==> src/rtl/hrw_pkg.sv <==
package hrw_pkg;
  typedef enum logic [2:0] {
    PH_IDLE, PH_WATCH, PH_PULSE, PH_WAIT, PH_HOLD
  } phase_e;

  localparam int A_TIMEOUT = 0;
  localparam int A_PULSE   = 1;
  localparam int A_IRQSEL  = 2;
  localparam int A_STATUS  = 3;

  localparam int ST_HANG     = 0;
  localparam int ST_REC_IRQ  = 1;
  localparam int ST_REC_SWRB = 2;
  localparam int ST_REC_HRST = 3;
  localparam int ST_PWR      = 4;
  localparam int NST         = 5;

  localparam logic [1:0] RUNG_IRQ  = 2'd0;
  localparam logic [1:0] RUNG_SWRB = 2'd1;
  localparam logic [1:0] RUNG_HRST = 2'd2;
  localparam logic [1:0] RUNG_PWR  = 2'd3;
endpackage

==> src/rtl/hrw_tick_timer.sv <==
module hrw_tick_timer #(
  parameter int CLK_PER_MS = 125000,
  parameter int TICK_W     = 16
) (
  input  logic              clk,
  input  logic              rst,
  input  logic              start,
  input  logic [TICK_W-1:0] limit,
  output logic              done
);
  localparam int PRE_W = (CLK_PER_MS > 1) ? $clog2(CLK_PER_MS) : 1;
  localparam logic [PRE_W-1:0] PRE_LAST = PRE_W'(CLK_PER_MS - 1);

  logic              busy;
  logic [PRE_W-1:0]  pre;
  logic [TICK_W-1:0] ticks;
  logic [TICK_W:0]   lim_eff;

  assign lim_eff = (limit == '0) ? (TICK_W+1)'(1) : {1'b0, limit};

  always_ff @(posedge clk) begin
    if (rst) begin
      busy  <= 1'b0;
      pre   <= '0;
      ticks <= '0;
      done  <= 1'b0;
    end else begin
      done <= 1'b0;
      if (start) begin
        busy  <= 1'b1;
        pre   <= '0;
        ticks <= '0;
      end else if (busy) begin
        if (pre == PRE_LAST) begin
          pre <= '0;
          if ({1'b0, ticks} + (TICK_W+1)'(1) >= lim_eff) begin
            busy <= 1'b0;
            done <= 1'b1;
          end else begin
            ticks <= ticks + TICK_W'(1);
          end
        end else begin
          pre <= pre + PRE_W'(1);
        end
      end
    end
  end
endmodule

==> src/rtl/hrw_pulse_gen.sv <==
module hrw_pulse_gen #(
  parameter int PW_W = 16
) (
  input  logic            clk,
  input  logic            rst,
  input  logic            start,
  input  logic [PW_W-1:0] width,
  output logic            active,
  output logic            done
);
  logic [PW_W-1:0] cnt;
  logic [PW_W:0]   w_eff;

  assign w_eff = (width == '0) ? (PW_W+1)'(1) : {1'b0, width};

  always_ff @(posedge clk) begin
    if (rst) begin
      active <= 1'b0;
      cnt    <= '0;
      done   <= 1'b0;
    end else begin
      done <= 1'b0;
      if (start) begin
        active <= 1'b1;
        cnt    <= '0;
      end else if (active) begin
        if ({1'b0, cnt} + (PW_W+1)'(1) >= w_eff) begin
          active <= 1'b0;
          done   <= 1'b1;
        end else begin
          cnt <= cnt + PW_W'(1);
        end
      end
    end
  end
endmodule

==> src/rtl/hrw_regs.sv <==
module hrw_regs
  import hrw_pkg::*;
#(
  parameter int AW          = 2,
  parameter int DW          = 16,
  parameter int TICK_W      = 16,
  parameter int PW_W        = 16,
  parameter int NUM_IRQ     = 8,
  parameter int DEF_TIMEOUT = 1000,
  parameter int DEF_PULSE   = 16,
  parameter int DEF_IRQSEL  = 1
) (
  input  logic               clk,
  input  logic               rst,
  input  logic               we,
  input  logic [AW-1:0]      addr,
  input  logic [DW-1:0]      wdata,
  input  logic [NST-1:0]     stat_set,
  output logic [DW-1:0]      rdata,
  output logic [TICK_W-1:0]  timeout,
  output logic [PW_W-1:0]    pwidth,
  output logic [NUM_IRQ-1:0] irq_sel,
  output logic [NST-1:0]     status
);
  logic hit_to, hit_pw, hit_sel, hit_st;

  assign hit_to  = (addr == AW'(A_TIMEOUT));
  assign hit_pw  = (addr == AW'(A_PULSE));
  assign hit_sel = (addr == AW'(A_IRQSEL));
  assign hit_st  = (addr == AW'(A_STATUS));

  always_ff @(posedge clk) begin
    if (rst) begin
      timeout <= TICK_W'(DEF_TIMEOUT);
      pwidth  <= PW_W'(DEF_PULSE);
      irq_sel <= NUM_IRQ'(DEF_IRQSEL);
      status  <= '0;
      rdata   <= '0;
    end else begin
      if (we && hit_to)  timeout <= wdata[TICK_W-1:0];
      if (we && hit_pw)  pwidth  <= wdata[PW_W-1:0];
      if (we && hit_sel) irq_sel <= wdata[NUM_IRQ-1:0];
      if (we && hit_st) status <= (status & ~wdata[NST-1:0]) | stat_set;
      else              status <= status | stat_set;
      if (hit_to)       rdata <= DW'(timeout);
      else if (hit_pw)  rdata <= DW'(pwidth);
      else if (hit_sel) rdata <= DW'(irq_sel);
      else if (hit_st)  rdata <= DW'(status);
      else              rdata <= '0;
    end
  end
endmodule

==> src/rtl/hang_recovery_wdog.sv <==
module hang_recovery_wdog
  import hrw_pkg::*;
#(
  parameter int CLK_PER_MS  = 125000,
  parameter int TICK_W      = 16,
  parameter int PW_W        = 16,
  parameter int NUM_IRQ     = 8,
  parameter int AW          = 2,
  parameter int DW          = 16,
  parameter int DEF_TIMEOUT = 1000,
  parameter int DEF_PULSE   = 16,
  parameter int DEF_IRQSEL  = 1
) (
  input  logic               clk,
  input  logic               rst,
  input  logic               sup_en,
  input  logic               resp_i,
  output logic               chal_o,
  output logic [NUM_IRQ-1:0] irq_o,
  output logic               swrb_o,
  output logic               hrst_o,
  output logic               pwr_on_o,
  input  logic               reg_we,
  input  logic [AW-1:0]      reg_addr,
  input  logic [DW-1:0]      reg_wdata,
  output logic [DW-1:0]      reg_rdata
);
  phase_e             phase, phase_n;
  logic [1:0]         rung, rung_n;
  logic               got, got_n;
  logic               tmr_go, tmr_done, pls_go, pls_act, pls_done, chal_n;
  logic [NST-1:0]     set_n, status;
  logic [TICK_W-1:0]  timeout;
  logic [PW_W-1:0]    pwidth;
  logic [NUM_IRQ-1:0] irq_sel;
  logic               drive;

  hrw_regs #(
    .AW(AW), .DW(DW), .TICK_W(TICK_W), .PW_W(PW_W), .NUM_IRQ(NUM_IRQ),
    .DEF_TIMEOUT(DEF_TIMEOUT), .DEF_PULSE(DEF_PULSE), .DEF_IRQSEL(DEF_IRQSEL)
  ) u_regs (
    .clk(clk), .rst(rst), .we(reg_we), .addr(reg_addr), .wdata(reg_wdata),
    .stat_set(set_n), .rdata(reg_rdata), .timeout(timeout), .pwidth(pwidth),
    .irq_sel(irq_sel), .status(status)
  );

  hrw_tick_timer #(.CLK_PER_MS(CLK_PER_MS), .TICK_W(TICK_W)) u_timer (
    .clk(clk), .rst(rst), .start(tmr_go), .limit(timeout), .done(tmr_done)
  );

  hrw_pulse_gen #(.PW_W(PW_W)) u_pulse (
    .clk(clk), .rst(rst), .start(pls_go), .width(pwidth),
    .active(pls_act), .done(pls_done)
  );

  always_comb begin
    phase_n = phase;
    rung_n  = rung;
    got_n   = got;
    tmr_go  = 1'b0;
    pls_go  = 1'b0;
    chal_n  = 1'b0;
    set_n   = '0;
    if (!sup_en) begin
      phase_n = PH_IDLE;
      rung_n  = RUNG_IRQ;
      got_n   = 1'b0;
    end else begin
      case (phase)
        PH_IDLE: begin
          phase_n = PH_WATCH;
          tmr_go  = 1'b1;
          chal_n  = 1'b1;
          got_n   = 1'b0;
        end
        PH_WATCH: begin
          if (resp_i) got_n = 1'b1;
          if (tmr_done) begin
            got_n = 1'b0;
            if (got || resp_i) begin
              tmr_go = 1'b1;
              chal_n = 1'b1;
            end else begin
              set_n[ST_HANG] = 1'b1;
              rung_n  = RUNG_IRQ;
              phase_n = PH_PULSE;
              pls_go  = 1'b1;
            end
          end
        end
        PH_PULSE: begin
          if (resp_i && rung != RUNG_PWR) begin
            set_n[ST_REC_IRQ + int'(rung)] = 1'b1;
            rung_n  = RUNG_IRQ;
            phase_n = PH_WATCH;
            tmr_go  = 1'b1;
            chal_n  = 1'b1;
          end else if (pls_done) begin
            tmr_go = 1'b1;
            if (rung == RUNG_PWR) begin
              set_n[ST_PWR] = 1'b1;
              phase_n = PH_HOLD;
            end else begin
              phase_n = PH_WAIT;
            end
          end
        end
        PH_WAIT: begin
          if (resp_i) begin
            set_n[ST_REC_IRQ + int'(rung)] = 1'b1;
            rung_n  = RUNG_IRQ;
            phase_n = PH_WATCH;
            tmr_go  = 1'b1;
            chal_n  = 1'b1;
          end else if (tmr_done) begin
            rung_n  = rung + 2'd1;
            phase_n = PH_PULSE;
            pls_go  = 1'b1;
          end
        end
        PH_HOLD: begin
          if (tmr_done) begin
            rung_n  = RUNG_IRQ;
            phase_n = PH_WATCH;
            tmr_go  = 1'b1;
            chal_n  = 1'b1;
          end
        end
        default: phase_n = PH_IDLE;
      endcase
    end
  end

  assign drive = sup_en && (phase == PH_PULSE) && pls_act;

  always_ff @(posedge clk) begin
    if (rst) begin
      phase    <= PH_IDLE;
      rung     <= RUNG_IRQ;
      got      <= 1'b0;
      chal_o   <= 1'b0;
      irq_o    <= '0;
      swrb_o   <= 1'b0;
      hrst_o   <= 1'b0;
      pwr_on_o <= 1'b1;
    end else begin
      phase    <= phase_n;
      rung     <= rung_n;
      got      <= got_n;
      chal_o   <= chal_n;
      irq_o    <= (drive && rung == RUNG_IRQ) ? irq_sel : '0;
      swrb_o   <= drive && (rung == RUNG_SWRB);
      hrst_o   <= drive && (rung == RUNG_HRST);
      pwr_on_o <= !(drive && (rung == RUNG_PWR));
    end
  end
endmodule

==> config.mk <==
export PLATFORM = sky130hd
export DESIGN_NAME = hang_recovery_wdog
export DESIGN_NICKNAME = d
export VERILOG_FILES = /design/src/rtl/hrw_pkg.sv /design/src/rtl/hrw_tick_timer.sv /design/src/rtl/hrw_pulse_gen.sv /design/src/rtl/hrw_regs.sv /design/src/rtl/hang_recovery_wdog.sv
export SDC_FILE = /design/constraint.sdc
export NUM_CORES = 1
export LEC_CHECK = 0
export BUFFER_PORTS_ARGS = -buffer_cell sky130_fd_sc_hd__buf_2
export CAP_MARGIN = 30
export CORE_MARGIN = 1.5
export CORE_UTILIZATION = 55
export CTS_CLUSTER_SIZE = 8
export DETAILED_ROUTE_END_ITERATION = 10
export PLACE_DENSITY = 0.86
export SKIP_LAST_GASP = 1
export SLEW_MARGIN = 20
export SYNTH_ARGS = -nofsm -noshare
export SYNTH_HDL_FRONTEND = slang
export SYNTH_SLANG_ARGS = --single-unit
==> constraint.sdc <==
create_clock -name clk -period 3.16 [get_ports clk]
set_input_delay 0.316 -clock clk [delete_from_list [all_inputs] [get_ports clk]]
set_output_delay 0.316 -clock clk [all_outputs]
set_load 0.01 [all_outputs]
### Yosys cells after proc, flatten, opt, wreduce, memory -nomap -nowiden

Index checks and enable logic that the tools add are counted.
Widths: inputs -> output; s select.

| storage, ports and cells | value |
|---|---|
| bits in registers | 132 |
| bits in latches | 0 |
| memory bits (writable) | 0 |
| memory bits (read-only) | 0 |
| output and inout bits | 28 |
| logic and storage cells | 154 |
| memories kept | 0 |

| operators by class | value |
|---|---|
| add/sub/neg operators | 7 |
| multiply operators | 0 |
| div/mod/pow operators | 0 |
| magnitude comparators | 4 |
| eq/ne operators | 19 |
| shift operators | 0 |
| multiplexer cells | 61 |
| bitwise gates (word level) | 11 |
| reduce and logical (&&, ||, !) cells | 32 |

Operators by type and width:

| kind | count |
|---|---|
| $mux 16 | 5 |
| $add 16x1->17 const B | 2 |
| $ge 17x17->1 | 2 |
| $add 16x1->16 const B | 2 |
| $logic_not 16->1 | 2 |
| $mux 1 | 27 |
| $mux 3 | 8 |
| $mux 5 | 4 |
| $add 17x1->17 const B | 1 |
| $eq 17x17->1 const B | 1 |
| $mux 17 | 1 |
| $pmux 3 s5 | 1 |
| $logic_and 1x1->1 | 12 |
| $mux 2 | 6 |
| $or 5x5->5 | 2 |
| $pmux 1 s5 | 2 |
| $ne 3x2->1 const B | 3 |
| $eq 2x2->1 const B | 4 |
| $pmux 2 s4 | 1 |
| $pmux 4 s2 | 1 |
| $reduce_or 2->1 | 4 |
| $not 1->1 | 7 |
| $eq 3x2->1 const B | 2 |
| $ne 2x2->1 const B | 3 |
| other kinds (26) | 31 |

### Depth between registers and ports, before layout

Gate-level depths: netlist (run 1).

| logic depth | value |
|---|---|
| word-level depth | 10 |
| mapped depth | 15 |
| mapped depth without buffers | 13 |

### Cells and area by module

A second synthesis (run 1) with hierarchy kept.

| second synthesis, totals | value |
|---|---|
| cells, all modules | 792 |
| area, all modules | 7108.1 µm² |

Modules (own cells, without submodules):

| module | times used | cells each | area each (µm²) |
|---|---|---|---|
| hrw_regs | 1 | 243 | 2519.9 |
| hrw_tick_timer | 1 | 261 | 2207.1 |
| hrw_pulse_gen | 1 | 178 | 1413.9 |
| hang_recovery_wdog | 1 | 110 | 967.2 |

### Worst setup path before layout (run 1)

OpenSTA, ideal clock, no wires.

| timing | value |
|---|---|
| path kind | reg2reg |
| start | register u_timer.ticks[0] |
| end | register u_timer.ticks[11] |
| arrival time | 3.284 ns |
| path slack | -0.194 ns |
| cell stages (with the launch flop) | 15 |
| path buffers | 1 |
| period minus slack after synthesis | 3.354 ns |
| path through | dfxtp_1 > ha_1 > nand3_1 > nor4b_2 > nand3_1 > or2_1 > xnor2_1 > ha_1 > nand3_1 > nor3_1 > a221oi_1 > nand4_1 > buf_2 > or4_1 > a21oi_1 |

| between the ends | value |
|---|---|
| longest elaborated chain between the ends | 4 |
| elaborated cells on any way between the ends | 5 |

Ends and longest elaborated chain:

| element | line | source |
|---|---|---|
| start: declaration | hrw_tick_timer.sv:16 | `logic [TICK_W-1:0] ticks;` |
| start signal: assignment | hrw_tick_timer.sv:40 | `ticks <= ticks + TICK_W'(1);` |
| $add 16x1->17 | hrw_tick_timer.sv:36 | `if ({1'b0, ticks} + (TICK_W+1)'(1) >= lim_eff) begin` |
| $ge 17x17->1 | hrw_tick_timer.sv:36 |  |
| $not 1->1 (no line) | - |  |
| $reduce_and 3->1 (no line) | - |  |

Several ways; a longest one is shown, not always the timed one.
A chain may end at the register's enable or synchronous reset.

### Worst setup path after layout (run 1)

| timing | value |
|---|---|
| start | register u_pulse.cnt[0] |
| end | register u_pulse.cnt[15] |

| between the ends | value |
|---|---|
| longest elaborated chain between the ends | 4 |
| elaborated cells on any way between the ends | 5 |

Ends and longest elaborated chain:

| element | line | source |
|---|---|---|
| start: declaration | hrw_pulse_gen.sv:11 | `logic [PW_W-1:0] cnt;` |
| start signal: assignment | hrw_pulse_gen.sv:31 | `cnt <= cnt + PW_W'(1);` |
| $add 16x1->17 | hrw_pulse_gen.sv:27 | `if ({1'b0, cnt} + (PW_W+1)'(1) >= w_eff) begin` |
| $ge 17x17->1 | hrw_pulse_gen.sv:27 |  |
| $not 1->1 (no line) | - |  |
| $reduce_and 2->1 (no line) | - |  |

Several ways; a longest one is shown, not always the timed one.

==> results.py, run 1 <==
metrics = {
    "power_and_ir_drop": {
        "ir_drop_v": 0.000512,
        "p_sw_uw": 946,
        "seqPwrFrac": 0.425,
        "pwr-share-clk": 0.517,
        "switching_share": 0.233,
        "internal_power_uw": 3110,
        "leakagePower_uw": 0.00340,
        "power_frac_comb": 0.058,
        "p_per_area_nw_per_um2": 485,
    },
    "timing": {
        "worstMarginPinSlew_ns": 0.763,
        "hold_viol": 0,
        "finalMaxSlewViolations": 0,
        "period_needed_ns": 3.24,
        "setup_ws_ns": -0.0786,
        "finalCritPeriodShare": 1.02,
        "max-slew-margin-rel": 0.491,
        "setup_tns_ns": -0.330,
        "fmax_ghz": 0.309,
        "skew_ns": 0.00932,
        "setup_viol": 14,
        "rsz0062_at_grt": "true",
    },
    "routing": {
        "drc": 0,
        "drt_iter0_drc": 459,
        "wl_per_cell_um": 16.1,
        "ant_nets": 0,
        "num_vias": 6276,
        "wl_mm": 17.0,
        "dr.pass1.iters": 5,
        "viasPerCell": 5.94,
    },
    "worst_setup_path": {
        "end_kind": "flop",
        "path_class": "flop to flop",
        "reg2reg_depth": 13,
        "crit_required_ns": 3.51,
        "crit_start": "u_pulse.cnt[0]",
        "rr_endpoint": "u_pulse.cnt[15]",
        "crit_path_end": "u_pulse.cnt[15]",
        "cp_cell_sequence": "buf_6 > and3_4 > nand2_4 > or3_4 > xnor2_2 > ha_1 > o21ai_1 > nor2_1 > o31ai_2 > o2111ai_4 > buf_6 > or4_1 > a21oi_1",
        "cp.arrival_ns": 3.59,
        "max_stage_delay_ns": 0.42,
        "slowest_stage": "or3_4",
        "startpoint_type": "flop",
        "critPathMaxFanout": 6,
        "crit_top_cell": "buf_6",
        "timing.reg2reg.setup_slack_ns": -0.08,
        "rr_startpoint": "u_pulse.cnt[0]",
    },
    "placed_design": {
        "dpl.hpwl_mm": 11.2,
        "gp_congestion": 0.942,
        "post-place-ws_ns": -0.125,
        "portBuffers": 50,
        "placed_cell_area_um2": 7380,
    },
    "yosys": {
        "yosys_warnings": 0,
        "syn_nets": 875,
        "synth-seq-cells": 132,
        "synth_area_um2": 6760,
        "synth_edf_count": 0,
        "synth_flop_cell": "dfxtp_1",
        "syn_inst": 809,
        "synth_area_per_cell_um2": 8.36,
        "ys_seq_area_frac": 0.391,
        "synth.distinct_cells": 61,
        "synthArstFlopShare": 0,
    },
    "finish": {
        "mostFrequentLayoutCell": "dfxtp_1",
        "fin_nets": 962,
        "final_cell_mix": "dfxtp_1, nand2_1, a21oi_1, nor2_1, buf_2",
        "nFillCells": 883,
        "design_area_um2": 8370,
        "antennaDiodeCount": 0,
        "drive_gt1_frac": 0.219,
        "syn_to_final_growth_pct": 23.7,
    },
    "grt": {
        "grt_pass1_wl_mm": 26.9,
        "antenna_found_initial": 0,
        "grt_use_total": 0.260,
        "grt_overflow_total": 0,
        "grt_max_degree": 39,
        "grt_pass1_vias": 5758,
    },
    "cts": {
        "cts-root-buf": "clkbuf_16",
        "clock_sinks": 132,
        "cts_made_buffers": 17,
        "cts_buffer_depth": 2,
        "insertion_delay_ns": 0.43,
        "clk_pin_slew_ns": 0.06,
        "cts_tree": "yes",
        "htreeDepth": 4,
    },
    "run_status": {
        "outcome": "finished with violations",
        "violations": "negative setup slack",
    },
    "floorplan": {
        "die_area_um2": 13000,
        "core_area_um2": 12000,
        "io_pins": 51,
        "die_h_um": 114,
        "start_util": 0.563,
        "num_rows": 40,
        "die_x_um": 114,
    },
    "run": {
        "max_cap_violations": 0,
    },
    "hold_path": {
        "min_path_type": "input pin to flop",
    },
}
[logic make-up after synthesis]
kind of cell               after synthesis  share of synthesized area
adders and majority gates               43                     0.0795
xor gates and xnor gates                46                     0.0596
and+or+nand+nor                        326                      0.245
muxes                                   21                     0.0405
AOI/OAI and AO/OA                      162                      0.140
DFF                                    132                      0.391
buffers and inverters                   79                     0.0446
[state kept, by name (all words and copies together) (netlist names), 2 cells and up]
signal,count
u_regs.timeout,16
u_regs.rdata,16
u_regs.pwidth,16
u_timer.pre,17
rung,2
phase,3
irq_o,8
u_pulse.cnt,16
u_regs.irq_sel,8
u_regs.status,5
u_timer.ticks,16
[per-layer routing]
layer	vias up	GRT usage	share of wire
li1	3020	-	-
met3	52	0.0638	0.065
met4	0	0.107	0.028
met2	227	0.420	0.48
met5	-	0	0
met1	2977	0.335	0.43
[power by group through the flow]
stage	clock [uW]	sequential, uW	combinational (uW)
after floorplan	0	1750	155
after global placement	0	1760	216
after detailed placement	0	1760	221
after CTS	2110	1720	225
after global routing	2170	1730	257
final	2100	1730	235
[worst max-delay path: cells and delay by family (launching register included)]
kind | cells | cell delay, ns
and+or+nand+nor | 5 | 1.10
buffers and inverters | 2 | 0.30
xor gates and xnor gates | 1 | 0.16
DFF | 1 | 0.36
adders and majority gates | 1 | 0.32
AOI/OAI and AO/OA | 4 | 0.92
[Yosys cell counts (all sizes together) (20+ instances only)]
| cell type | number | area, um^2 |
|---|---|---|
| nand2 | 102 | 383 |
| dfxtp | 132 | 2640 |
| nor2 | 66 | 248 |
| clkbuf | 27 | 101 |
| inv | 42 | 158 |
| xor2 | 20 | 175 |
| xnor2 | 26 | 228 |
| ha | 43 | 538 |
| o21ai | 36 | 180 |
| nand3 | 30 | 150 |
| or3 | 25 | 156 |
| a21oi | 84 | 420 |
[per-stage QoR]
stage	total power (uW)	hold WS (ns)	cells	util
after detailed placement	1980	0.465	1005	0.615
after floorplan	1910	0.434	809	-
after global placement	1980	0.454	1005	0.615
after global routing	4160	0.135	1056	0.696
final	4060	0.133	1056	0.696
after CTS	4050	0.126	1045	0.676
[layout make-up]
class / count / area (um^2) / share of cell area
multi-input combinational: 598 / 4050 / 0.484
sequential: 132 / 2650 / 0.317
timing repair buffer: 105 / 697 / 0.0833
clock buffer: 18 / 429 / 0.0513
clock inverter: 14 / 200 / 0.0239
tap: 147 / 184 / 0.0220
inverter: 42 / 158 / 0.0188
[worst min path at each step]
stage                                  from                 to  slack (ns)  cells after the start
after floorplan                reg_wdata[3]  u_regs.timeout[3]        0.43                      1
after global placement    u_regs.irq_sel[4]  u_regs.irq_sel[4]        0.45                      2
after detailed placement   u_regs.status[0]   u_regs.status[0]        0.46                      2
after CTS                      reg_wdata[9]  u_regs.timeout[9]        0.13                      2
after global routing           reg_wdata[9]  u_regs.timeout[9]        0.13                      2
final                          reg_wdata[9]  u_regs.timeout[9]        0.13                      2
[timing repair]
action | CTS | global route
resized for setup | 13 | 45
endpoints found under the setup margin | 26 | 32
hold endpoints to repair | 0 | 0
buffers inserted | 7 | 10
pin swaps | 7 | 30
cloned | 1 | 1
hold buffers | 0 | 0
Note: power is estimated with default switching activity, not from simulation.
==> run 2, diff against run 1 <==
--- a/config.mk
+++ b/config.mk
@@ -8,10 +8,10 @@
 export BUFFER_PORTS_ARGS = -buffer_cell sky130_fd_sc_hd__buf_2
 export CAP_MARGIN = 30
 export CORE_MARGIN = 1.5
-export CORE_UTILIZATION = 55
+export CORE_UTILIZATION = 65
 export CTS_CLUSTER_SIZE = 8
 export DETAILED_ROUTE_END_ITERATION = 10
-export PLACE_DENSITY = 0.86
+export PLACE_DENSITY_LB_ADDON = 0.1
 export SKIP_LAST_GASP = 1
 export SLEW_MARGIN = 20
 export SYNTH_ARGS = -nofsm -noshare
==> constraint.sdc (replaced) <==
create_clock -name clk -period 4 [get_ports clk]
set_input_delay 0.4 -clock clk [delete_from_list [all_inputs] [get_ports clk]]
set_output_delay 0.4 -clock clk [all_outputs]
set_load 0.01 [all_outputs]
==> results.py, run 2 (synthesis results as in run 1) <==
metrics = {
    "run_status": {
        "outcome": "finished clean",
    },
    "routing": {
        "wl_mm": 16.4,
        "wl_per_cell_um": 16.5,
        "drc": 0,
        "dr.pass1.iters": 5,
        "ant_nets": 0,
        "viasPerCell": 6.02,
        "drt_iter0_drc": 403,
        "num_vias": 5973,
    },
    "worst_setup_path": {
        "cp_top_family": "simple AND/OR/NAND/NOR gates",
        "cp_cell_sequence": "ha_2 > nand3_2 > nor4b_4 > nand3_1 > or2_1 > xnor2_1 > ha_1 > nand3_1 > nor3_1 > a221oi_1 > nand4_1 > buf_4 > or4_1 > a21oi_1",
        "max_stage_delay_ns": 0.42,
        "cp.arrival_ns": 4.19,
        "slowest_stage": "or4_1",
        "crit_top_cell": "nand3_1",
        "end_kind": "flop",
        "crit_required_ns": 4.46,
        "path_depth": 14,
        "timing.reg2reg.setup_slack_ns": 0.26,
        "path_buf_inv": 1,
        "path_class": "flop to flop",
        "startpoint_type": "flop",
        "critPathMaxFanout": 29,
        "reg2reg_depth": 14,
    },
    "finish": {
        "final_cell_mix": "dfxtp_1, nand2_1, a21oi_1, nor2_1, buf_2",
        "largest_register_ffs": 17,
        "syn_to_final_growth_pct": 14.0,
        "instances_no_fill": 993,
        "drive_gt1_frac": 0.124,
        "design_area_um2": 7710,
        "regMostFlops": "u_timer.pre",
        "fin_nets": 911,
        "mostFrequentLayoutCell": "dfxtp_1",
        "antennaDiodeCount": 0,
    },
    "placed_design": {
        "dp_cells": 962,
        "post-place-ws_ns": 0.252,
        "placed_cell_area_um2": 7080,
        "dpl.hpwl_mm": 11.6,
        "portBuffers": 50,
        "gp_congestion": 0.891,
    },
    "cts": {
        "cts_made_buffers": 17,
        "cts-root-buf": "clkbuf_8",
        "cts_tree": "yes",
        "cts_resized": 0,
        "insertion_delay_ns": 0.54,
        "cts_buffer_depth": 2,
        "clk_pin_slew_ns": 0.06,
        "cts_setup_buffers": 0,
        "clock_sinks": 132,
        "htreeDepth": 4,
        "cts_hold_buf": 0,
    },
    "timing": {
        "rsz0062_at_grt": "true",
        "hold_viol": 0,
        "setup_viol": 0,
        "skew_ns": 0.00851,
        "finalMaxSlewViolations": 0,
        "max-slew-margin-rel": 0.459,
        "worstMarginPinSlew_ns": 0.810,
        "whs_ns": 0.0852,
        "fmax_ghz": 0.268,
        "period_needed_ns": 3.74,
        "setup_ws_ns": 0.263,
        "finalCritPeriodShare": 0.934,
    },
    "grt": {
        "grt_max_degree": 51,
        "antenna_found_initial": 0,
        "grt_use_total": 0.309,
        "grt_pass1_vias": 5781,
        "grt_overflow_total": 0,
        "grt_pass1_wl_mm": 27.0,
    },
    "floorplan": {
        "die_area_um2": 11000,
        "core_area_um2": 10200,
        "num_rows": 37,
        "die_h_um": 105,
        "start_util": 0.661,
        "die_x_um": 105,
        "io_pins": 51,
    },
    "hold_path": {
        "hold_depth": 2,
        "min_path_type": "input pin to flop",
    },
    "power_and_ir_drop": {
        "leakagePower_uw": 0.00307,
        "p_per_area_nw_per_um2": 406,
        "ir_drop_v": 0.000319,
    },
    "run": {
        "max_cap_violations": 0,
    },
}
run 2: cell types whose count changed in the layout (fill, tap and decap cells not counted), sizes merged:
cell,delta
buf,-51
clkbuf,+4
inv,-3
clkinv,-2
run 2: report_power, final:
part	switching (uW)	internal [uW]
logic	112	65.2
clock network	553	1040
registers	25.2	1340
total	690	2440
run 2: worst paths after layout:
check / start / end
worst max-delay path: u_timer.ticks[0] / u_timer.ticks[11]
worst min-delay path: reg_wdata[9] / u_regs.timeout[9]
worst max register to register: u_timer.ticks[0] / u_timer.ticks[11]
worst min register to register: u_regs.irq_sel[4] / u_regs.irq_sel[4]
run 2: metal layers:
| metal | GRT usage | vias up | part of all wire | routed length [um] |
|---|---|---|---|---|
| met5 | 0 | - | 0 | 0 |
| met4 | 0.136 | 0 | 0.028 | 456 |
| met3 | 0.0736 | 38 | 0.056 | 913 |
| met2 | 0.523 | 186 | 0.50 | 8130 |
| met1 | 0.373 | 2832 | 0.42 | 6870 |
| li1 | - | 2917 | - | - |
run 2: area by class of cell:
| cell class | instances | area [um^2] |
|---|---|---|
| well taps | 136 | 170 |
| clock inverters | 9 | 153 |
| inverters | 42 | 158 |
| fillers | 769 | 2520 |
| flip-flops and latches | 132 | 2640 |
| clock buffers | 22 | 453 |
| multi-input cells | 598 | 3850 |
| repair buffers | 54 | 280 |
run 2: metrics by stage:
stage	utilization	TNS (ns)	power (uW)
after floorplan	-	0	1510
final	0.754	0	3130
after global routing	0.754	-0.0473	3230
after CTS	0.751	0	3140
after detailed placement	0.692	0	1560
after global placement	0.692	0	1560
==> run 3, diff against run 2 <==
--- a/config.mk
+++ b/config.mk
@@ -9,6 +9,7 @@
 export CAP_MARGIN = 30
 export CORE_MARGIN = 1.5
 export CORE_UTILIZATION = 65
+export CTS_BUF_LIST = sky130_fd_sc_hd__clkbuf_2
 export CTS_CLUSTER_SIZE = 8
 export DETAILED_ROUTE_END_ITERATION = 10
 export PLACE_DENSITY_LB_ADDON = 0.1
==> results.py, run 3 (synthesis results as in run 1) <==
metrics = {
    "finish": {
        "syn_to_final_growth_pct": 11.7,
        "fin_nets": 930,
        "antennaDiodeCount": 0,
        "regMostFlops": "u_timer.pre",
        "seq_area_um2": 2640,
        "nFillCells": 808,
        "drive_gt1_frac": 0.122,
        "multi_input_area_um2": 3850,
        "largest_register_ffs": 17,
        "final_cell_mix": "dfxtp_1, nand2_1, a21oi_1, nor2_1, buf_2",
        "mostFrequentLayoutCell": "dfxtp_1",
    },
    "worst_setup_path": {
        "cp.arrival_ns": 4.39,
        "path_class": "flop to flop",
        "rr_startpoint": "u_timer.ticks[1]",
        "startpoint_type": "flop",
        "crit_required_ns": 4.66,
        "rr_endpoint": "u_timer.ticks[11]",
        "path_buf_inv": 1,
        "end_kind": "flop",
        "reg2reg_depth": 14,
        "slowest_stage": "dfxtp_1",
        "timing.reg2reg.setup_slack_ns": 0.27,
        "critPathMaxFanout": 29,
        "cp_cell_sequence": "ha_1 > nand3_2 > nor4b_4 > nand3_1 > or2_1 > xnor2_1 > ha_1 > nand3_1 > nor3_1 > a221oi_1 > nand4_1 > buf_4 > or4_1 > a21oi_1",
        "max_stage_delay_ns": 0.41,
        "cp_top_family": "simple AND/OR/NAND/NOR gates",
    },
    "floorplan": {
        "die_x_um": 105,
        "io_pins": 51,
        "start_util": 0.661,
        "die_area_um2": 11000,
        "num_rows": 37,
        "die_h_um": 105,
        "core_area_um2": 10200,
    },
    "power_and_ir_drop": {
        "pwr-share-clk": 0.362,
        "switching_share": 0.251,
        "internal_power_uw": 1830,
        "power_frac_comb": 0.078,
        "seqPwrFrac": 0.560,
        "p_per_area_nw_per_um2": 323,
        "finalPower_uw": 2440,
        "ir_drop_v": 0.000240,
        "p_sw_uw": 612,
        "leakagePower_uw": 0.00301,
    },
    "placed_design": {
        "dpl.hpwl_mm": 11.6,
        "portBuffers": 50,
        "gp_congestion": 0.891,
        "post-place-ws_ns": 0.252,
    },
    "hold_path": {
        "worstHoldStart": "resp_i",
        "hold_depth": 3,
        "hold_end": "got",
        "min_path_type": "input pin to flop",
    },
    "routing": {
        "drc": 0,
        "wl_per_cell_um": 15.9,
        "drt_iter0_drc": 553,
        "dr.max_layer_used": "met4",
        "dr.pass1.iters": 6,
        "ant_nets": 0,
        "viasPerCell": 5.96,
        "drt-met1-wl_mm": 6.67,
        "wl_met3_mm": 1.05,
        "wl_mm": 16.1,
        "num_vias": 6033,
        "wl_met2_mm": 8.01,
    },
    "timing": {
        "fmax_ghz": 0.268,
        "finalCritPeriodShare": 0.933,
        "period_needed_ns": 3.73,
        "setup_ws_ns": 0.270,
        "hold_viol": 0,
        "whs_ns": 0.0884,
        "max-slew-margin-rel": 0.456,
        "setup_viol": 0,
        "skew_ns": 0.0266,
        "rsz0062_at_grt": "true",
        "worstMarginPinSlew_ns": 0.814,
        "finalMaxSlewViolations": 0,
    },
    "grt": {
        "grt_pass1_vias": 5811,
        "grt_max_degree": 51,
        "antenna_found_initial": 0,
        "grt_use_total": 0.307,
        "grt_pass1_wl_mm": 27.0,
        "grt_overflow_total": 0,
    },
    "cts": {
        "cts-root-buf": "clkbuf_2",
        "cts_made_buffers": 17,
        "cts_tree": "yes",
        "cts_setup_buffers": 0,
        "htreeDepth": 4,
        "cts_buffer_depth": 2,
        "clk_pin_slew_ns": 0.18,
        "insertion_delay_ns": 0.73,
        "clock_sinks": 132,
    },
    "run": {
        "max_cap_violations": 0,
    },
    "run_status": {
        "outcome": "finished clean",
    },
}
[run 3: repair_timing]
action	CTS	global route
hold buffers	19	0
gates resized for setup	0	4
endpoints found under the setup margin	0	14
endpoints found under the hold margin	45	0
[run 3: per-layer routing]
layer | global-route usage | vias up
met2 | 0.521 | 219
li1 | - | 2959
met3 | 0.0674 | 41
met5 | 0 | -
met4 | 0.127 | 0
met1 | 0.376 | 2814
[run 3: stage by stage]
step	cells	utilization	TNS, ns	area (um^2)
global placement	962	0.692	0	7080
detailed placement	962	0.692	0	7080
floorplan	809	-	0	6760
global route	1012	0.738	-0.0223	7550
CTS	1012	0.736	0	7530
finish	1012	0.738	0	7550
[run 3: power groups by stage]
stage | clock, uW | sequential (uW) | combinational (uW)
after global routing | 957 | 1370 | 210
after CTS | 897 | 1360 | 188
after floorplan | 0 | 1380 | 122
final | 882 | 1370 | 190
after detailed placement | 0 | 1390 | 173
after global placement | 0 | 1390 | 165
[run 3: area by class of cell]
| cell class | instances | share of cell area |
|---|---|---|
| multi-input cells | 598 | 0.510 |
| flip-flops and latches | 132 | 0.350 |
| repair buffers | 73 | 0.0623 |
| well taps | 136 | 0.0225 |
| clock inverters | 11 | 0.0212 |
| inverters | 42 | 0.0209 |
| clock buffers | 20 | 0.0133 |
[run 3: worst min-delay path, delay by kind of cell]
| kind | cells | cell delay (ns) |
|---|---|---|
| buf+inv | 1 | 0.17 |
| compound gates | 2 | 0.21 |
[run 3: worst max path at each step]
stage | start | end | slack, ns | depth (start not counted)
after floorplan | u_timer.ticks[0] | u_timer.ticks[11] | 0.65 | 14
after global placement | u_timer.ticks[0] | u_timer.ticks[11] | 0.44 | 14
after detailed placement | u_timer.ticks[0] | u_timer.ticks[11] | 0.25 | 14
after CTS | u_timer.ticks[0] | u_timer.ticks[11] | 0.15 | 14
after global routing | u_timer.ticks[1] | u_timer.ticks[11] | -0.02 | 14
final | u_timer.ticks[1] | u_timer.ticks[11] | 0.27 | 14
